$ cat src/rtl/ds3r_pkg.sv
package ds3r_pkg;

    // Frame geometry
    localparam int unsigned GROUP_LEN_DEF = 85;
    localparam int unsigned GROUPS_DEF    = 8;
    localparam int unsigned SUBFRAMES_DEF = 7;

    // Framing values, first transmitted bit in the MSB
    localparam logic [3:0] F_PAT_DEF = 4'b1001;
    localparam logic [2:0] M_PAT_DEF = 3'b010;

    typedef enum logic [1:0] {
        ST_HALT = 2'd0,
        ST_OVH  = 2'd1,
        ST_PAY  = 2'd2
    } ref_state_e;

endpackage

$ cat src/rtl/ds3r_mod_ctr.sv
module ds3r_mod_ctr #(
    parameter int unsigned MOD = 85,
    localparam int unsigned W  = (MOD > 1) ? $clog2(MOD) : 1
) (
    input  logic         clk_i,
    input  logic         rst_i,
    input  logic         en_i,
    output logic [W-1:0] count_o,
    output logic         last_o
);

    localparam logic [W-1:0] LAST_VAL = W'(MOD - 1);

    logic [W-1:0] count_q;

    assign last_o  = (count_q == LAST_VAL);
    assign count_o = count_q;

    always_ff @(posedge clk_i) begin
        if (rst_i) begin
            count_q <= '0;
        end else if (en_i) begin
            count_q <= last_o ? '0 : count_q + W'(1);
        end
    end

endmodule

$ cat src/rtl/ds3r_ovh_map.sv
module ds3r_ovh_map #(
    parameter int unsigned GROUPS    = 8,
    parameter int unsigned SUBFRAMES = 7,
    parameter logic [GROUPS/2-1:0] F_PAT = 4'b1001,
    parameter logic [2:0]          M_PAT = 3'b010,
    localparam int unsigned GW = (GROUPS > 1) ? $clog2(GROUPS) : 1,
    localparam int unsigned SW = (SUBFRAMES > 1) ? $clog2(SUBFRAMES) : 1
) (
    input  logic [GW-1:0] grp_i,
    input  logic [SW-1:0] sub_i,
    output logic          bit_o
);

    localparam int unsigned NF      = GROUPS / 2;
    localparam int unsigned M_FIRST = SUBFRAMES - 3;

    always_comb begin
        int unsigned g;
        int unsigned s;
        g     = int'(grp_i);
        s     = int'(sub_i);
        bit_o = 1'b0;
        if (g[0]) begin
            // odd group index carries an F bit
            bit_o = F_PAT[NF - 1 - (g >> 1)];
        end else if (g == 0 && s >= M_FIRST) begin
            bit_o = M_PAT[2 - (s - M_FIRST)];
        end
    end

endmodule

$ cat src/rtl/ds3_tx_ref_gen.sv
module ds3_tx_ref_gen #(
    parameter int unsigned GROUP_LEN = ds3r_pkg::GROUP_LEN_DEF,
    parameter int unsigned GROUPS    = ds3r_pkg::GROUPS_DEF,
    parameter int unsigned SUBFRAMES = ds3r_pkg::SUBFRAMES_DEF,
    parameter logic [3:0]  F_PAT     = ds3r_pkg::F_PAT_DEF,
    parameter logic [2:0]  M_PAT     = ds3r_pkg::M_PAT_DEF
) (
    input  logic clk_i,
    input  logic rst_i,
    output logic ref_clk_o,
    output logic frame_n_o,
    output logic gap_n_o,
    output logic data_o
);

    import ds3r_pkg::*;

    localparam int unsigned BW = (GROUP_LEN > 1) ? $clog2(GROUP_LEN) : 1;
    localparam int unsigned GW = (GROUPS > 1) ? $clog2(GROUPS) : 1;
    localparam int unsigned SW = (SUBFRAMES > 1) ? $clog2(SUBFRAMES) : 1;

    ref_state_e st_q, st_d;

    logic          run;
    logic [BW-1:0] bit_idx;
    logic [GW-1:0] grp_idx;
    logic [SW-1:0] sub_idx;
    logic          bit_last, grp_last, sub_last;
    logic          ovh_bit;

    assign run       = (st_q != ST_HALT);
    assign ref_clk_o = clk_i;

    // Position counters: bit in group, group in subframe, subframe in frame
    ds3r_mod_ctr #(.MOD(GROUP_LEN)) u_bit_ctr (
        .clk_i  (clk_i),
        .rst_i  (rst_i),
        .en_i   (run),
        .count_o(bit_idx),
        .last_o (bit_last)
    );

    ds3r_mod_ctr #(.MOD(GROUPS)) u_grp_ctr (
        .clk_i  (clk_i),
        .rst_i  (rst_i),
        .en_i   (run & bit_last),
        .count_o(grp_idx),
        .last_o (grp_last)
    );

    ds3r_mod_ctr #(.MOD(SUBFRAMES)) u_sub_ctr (
        .clk_i  (clk_i),
        .rst_i  (rst_i),
        .en_i   (run & bit_last & grp_last),
        .count_o(sub_idx),
        .last_o (sub_last)
    );

    ds3r_ovh_map #(
        .GROUPS   (GROUPS),
        .SUBFRAMES(SUBFRAMES),
        .F_PAT    (F_PAT),
        .M_PAT    (M_PAT)
    ) u_map (
        .grp_i(grp_idx),
        .sub_i(sub_idx),
        .bit_o(ovh_bit)
    );

    // State register
    always_ff @(posedge clk_i) begin
        if (rst_i) begin
            st_q <= ST_HALT;
        end else begin
            st_q <= st_d;
        end
    end

    // Next state
    always_comb begin
        st_d = st_q;
        unique case (st_q)
            ST_HALT: st_d = ST_OVH;
            ST_OVH:  st_d = (GROUP_LEN > 1) ? ST_PAY : ST_OVH;
            ST_PAY:  st_d = bit_last ? ST_OVH : ST_PAY;
            default: st_d = ST_HALT;
        endcase
    end

    // Outputs
    always_comb begin
        frame_n_o = 1'b1;
        gap_n_o   = 1'b1;
        data_o    = 1'b0;
        unique case (st_q)
            ST_HALT: begin
                frame_n_o = 1'b1;
            end
            ST_OVH: begin
                gap_n_o   = 1'b0;
                frame_n_o = !(grp_idx == '0 && sub_idx == '0);
                data_o    = ovh_bit;
            end
            ST_PAY: begin
                data_o = 1'b0;
            end
            default: begin
                frame_n_o = 1'b1;
            end
        endcase
    end

    logic unused_sub_last;
    assign unused_sub_last = sub_last;

endmodule

$ cat config.mk
export PLATFORM = sky130hd
export DESIGN_NAME = ds3_tx_ref_gen
export DESIGN_NICKNAME = d
export VERILOG_FILES = /design/src/rtl/ds3r_pkg.sv /design/src/rtl/ds3r_mod_ctr.sv /design/src/rtl/ds3r_ovh_map.sv /design/src/rtl/ds3_tx_ref_gen.sv
export SDC_FILE = /design/constraint.sdc
export NUM_CORES = 1
export LEC_CHECK = 0
export BUFFER_PORTS_ARGS = -buffer_cell sky130_fd_sc_hd__buf_4
export CORE_ASPECT_RATIO = 0.9
export CORE_UTILIZATION = 57
export CTS_CLUSTER_SIZE = 25
export DETAILED_ROUTE_END_ITERATION = 10
export PLACE_DENSITY = 0.76
export SLEW_MARGIN = 20
export SYNTH_ARGS = -nofsm -noshare
export SYNTH_HDL_FRONTEND = slang
export SYNTH_SLANG_ARGS = --single-unit
$ cat constraint.sdc
create_clock -name clk_i -period 1.7 [get_ports clk_i]
set_input_delay 0.34 -clock clk_i [delete_from_list [all_inputs] [get_ports clk_i]]
set_output_delay 0.34 -clock clk_i [all_outputs]
set_load 0.02 [all_outputs]
## After elaboration in Yosys (flattened, before gate mapping)

Index checks and enable logic that the tools add are counted.
W data, S select, Z words.

| cells by class | value |
|---|---|
| reductions and logical operators | 7 |
| bitwise logic cells | 2 |
| $add $sub $neg | 6 |
| equality and inequality tests | 5 |
| order comparisons | 3 |
| multiplexer cells | 14 |

Operators with widths:

| kind | count |
|---|---|
| $lt A32 B3 Y1 const B | 2 |
| $sub A2 B32 Y32 const A | 1 |
| $add A7 B1 Y7 const B | 1 |
| $eq A7 B7 Y1 const B | 1 |
| $mux W1 | 7 |
| $mux W7 | 1 |
| $add A3 B1 Y3 const B | 2 |
| $eq A3 B3 Y1 const B | 2 |
| $logic_not A3 Y1 | 2 |
| $mux W3 | 2 |
| $pmux W2 S3 | 1 |
| $bmux W1 S2 | 2 |
| $sub A3 B3 Y4 const B | 1 |
| $ge A3 B3 Y1 const B | 1 |
| $sub A2 B2 Y3 const A | 1 |
| $and A1 B1 Y1 | 2 |
| $eq A2 B1 Y1 const B | 1 |
| $eq A2 B2 Y1 const B | 1 |
| $logic_and A1 B1 Y1 | 2 |
| $logic_not A2 Y1 | 1 |
| $mux W2 | 1 |
| $reduce_bool A2 Y1 | 1 |
| $logic_not A1 Y1 | 1 |

| storage, ports and cells | value |
|---|---|
| flip-flop bits (word level) | 15 |
| output and inout bits | 4 |
| word-level logic and storage cells | 41 |
| input bits | 2 |

## Logic depth before layout (Yosys ltp)

| depth | value |
|---|---|
| word-level depth | 7 |
| depth in mapped cells | 6 |
| depth with buffers taken out | 5 |

## Cells and area by module

A second synthesis with hierarchy kept.

| second synthesis, totals | value |
|---|---|
| cells, all modules | 89 |
| area, all modules | 797.0 µm² |

Modules (own cells, without submodules):

| module | area each (µm²) | cells an instance | instances | sequential area each (µm²) |
|---|---|---|---|---|
| ds3r_mod_ctr at u_bit_ctr | 390.4 | 46 | 1 | 140.1 |
| ds3r_mod_ctr at u_grp_ctr | 136.4 | 12 | 1 | 60.1 |
| ds3r_mod_ctr at u_sub_ctr | 121.4 | 13 | 1 | 60.1 |
| ds3_tx_ref_gen | 120.1 | 15 | 1 | 40.0 |
| ds3r_ovh_map | 28.8 | 3 | 1 | 0.0 |

==> results.md <==
* Status: finished with violations
* Failing checks: setup timing
* Synth area leader: dfxtp_1
* Clk slew on worst S/H paths at 0.09 ns
* FFs w/ async S/R, synth at 0%
* Fin util at 79.9%
* Ys flop type: dfxtp_1
* Fraction of final layout cells sized beyond drive strength 1 at 31.0%
* Number of synthesis warnings at 0
* Starting DRC count in detailed routing at 23
* TritonCTS clock tree: built
* Multi-input gate area at 536 sq um
* Die width at 42.8 um
* Final wirelength at 2030 um
* #FFs+latches synth at 15
* Drt drc at 0
* Die ar. at 0.00165 sq mm
* Sequential share of the synthesized area at 35.2%
* Post-Layout Cell Count at 127
* Top-count cell post-synth: dfxtp_1
* Critical Path Sink Type: output port
* Cell Rows at 12
* Avg Cell Area, Syn at 8.97 sq um
* EDFF count, synth at 0
* Fmax achieved at 489 MHz
* Dpl cells at 115
* First-pass GRT wire length at 3150 um
* Flip-flop and latch area at 303 sq um
* First-pass DRT Iterations at 5
* Gpl congestion at 0.729
* Layout Nets at 121
* Crit path kind: reg -> out
* Worst Path Max Fanout at 2
* Clock skew at 0.00113 ns
* Worst Hold Class: in -> reg
* Tightest Pin Transition at 0.554 ns
* Worst R2R Setup Slack at 0.10 ns
* RSZ-0062 raised after global routing: yes
* Period Utilization, post-route at 120%
* Final min period at 2.05 ns
* Boundary pin count at 6
* Total of max-cap violations at 0
* Worst setup SP type: register
* Largest net degree at the start of global routing at 16
* Post-DR wirelength/cell at 16.0 um
* Clk Latency, worst-skew pair at 0.39 ns
* Dpl hpwl at 1370 um
* Worst IR Drop VDD at 0.779 mV
* Vias per cell at 6.63
* Mapped Cells at 95
* Yosys top cell area share at 35.2%
* Setup TNS Final at -0.611 ns
* Die height at 38.7 um
* WHS at 0.228 ns
* Final setup fails at 2
* Port bufs at 5
* Initial core utilization at 65.2%
* Post-Syn Area at 852 sq um
* Max Slew Vio Count at 0
* Synth top area cells: dfxtp_1, ha_1, nand4_1
* Area grow syn2layout at 22.5%
* DR vias at 842
* Antenna violations before repair at 0
* Fill cells at 91
* Power per cell area at 856 mW/mm^2
* Grt ovf at 0
* Final Hold Fails at 0
* Detail Route Antenna Nets at 0
* Syn nets at 102
* WP data arrival at 1.71 ns
* Tot GR Track Use at 27.3%
* Leak at 0.000388 uW
* Relative slew margins at 62.8%
* CP required at 1.36 ns
* Commonest cells in the netlist: dfxtp_1, a21oi_1, nand2_1, nand4_1
* ANT cells at 0
* Place WS at 0.00813 ns
* Core footprint at 0.00131 sq mm
* Vias in the first global route at 720
* Cell variety after synth at 44
* Post-route worst setup slack at -0.347 ns
## routing by layer
metal  track usage [%]  share of wire (%)
met5                 0                  0
met4              7.81              0.049
met3              7.01                5.4
met2              47.3                 50
met1              33.5                 45
## final cells by class
type / count / area share, %
repair buffers: 14 / 10.4
well taps: 14 / 1.68
inverters: 6 / 2.16
flip-flops and latches: 15 / 29.0
multi-input cells: 70 / 51.3
clock buffers: 8 / 5.40
## cell usage in the layout, fill, tap and decap left out, types with 2 or more instances in the layout
master / instances
nand2_1: 6
nor4_1: 4
inv_1: 3
nor2_1: 2
dfxtp_1: 13
ha_1: 3
dfxtp_2: 2
a211oi_1: 2
o31ai_1: 3
nand4_1: 6
clkbuf_4: 6
inv_2: 2
or3_1: 2
buf_4: 14
o22ai_1: 2
a21oi_1: 6
nand3_1: 4
o21ai_0: 2
## registers in the layout, indices dropped and copies added, names as in the netlist
| register | cells |
|---|---|
| u_grp_ctr.count_o | 3 |
| st_q | 2 |
| u_bit_ctr.count_o | 7 |
| u_sub_ctr.count_o | 3 |
## path summary, 6_finish.rpt
kind                        startpoint              endpoint  cells past startpoint
setup / recovery  u_grp_ctr.count_o[0]             frame_n_o                      5
hold / removal                   rst_i  u_grp_ctr.count_o[1]                      2
setup reg to reg  u_grp_ctr.count_o[0]  u_sub_ctr.count_o[2]                      7
hold reg to reg   u_bit_ctr.count_o[5]  u_bit_ctr.count_o[5]                      2
## stage by stage
step	instance area, sq um	total power (uW)
2_1_floorplan	852	542
3_3_place_gp	917	583
3_5_place_dp	917	591
4_1_cts	1020	899
5_1_grt	1040	931
6_report	1040	893
## cells by family after synthesis
group | count (synthesis) | share of synthesized area (%)
DFF | 15 | 35.2
xor gates and xnor gates | 1 | 1.03
and+or+nand+nor | 34 | 24.1
adders and majority gates | 5 | 7.34
buffers and inverters | 10 | 5.87
muxes | 1 | 1.17
AOI/OAI and AO/OA | 29 | 25.3
## worst max-delay path: stages (launching register included)
cell,delay [ns]
dfxtp_2,0.33
inv_2,0.06
ha_4,0.12
nor3b_4,0.18
or4b_4,0.48
buf_6,0.15
## report_power, final
group / total, uW / internal [uW] / switching [uW]
Sequential: 399 / 373 / 26.7
Combinational: 125 / 59.4 / 66.0
Clock: 369 / 198 / 170
Total: 893 / 630 / 263
## timing repair
| action | CTS | global route |
|---|---|---|
| pin swaps | 1 | 0 |
| setup endpoints to repair | 2 | 4 |
| setup buffers | 3 | 2 |
| hold buffers | 0 | 0 |
| endpoints found under the hold margin | 0 | 0 |
| resized for setup | 9 | 3 |
Power figures use the tool's default switching activity.
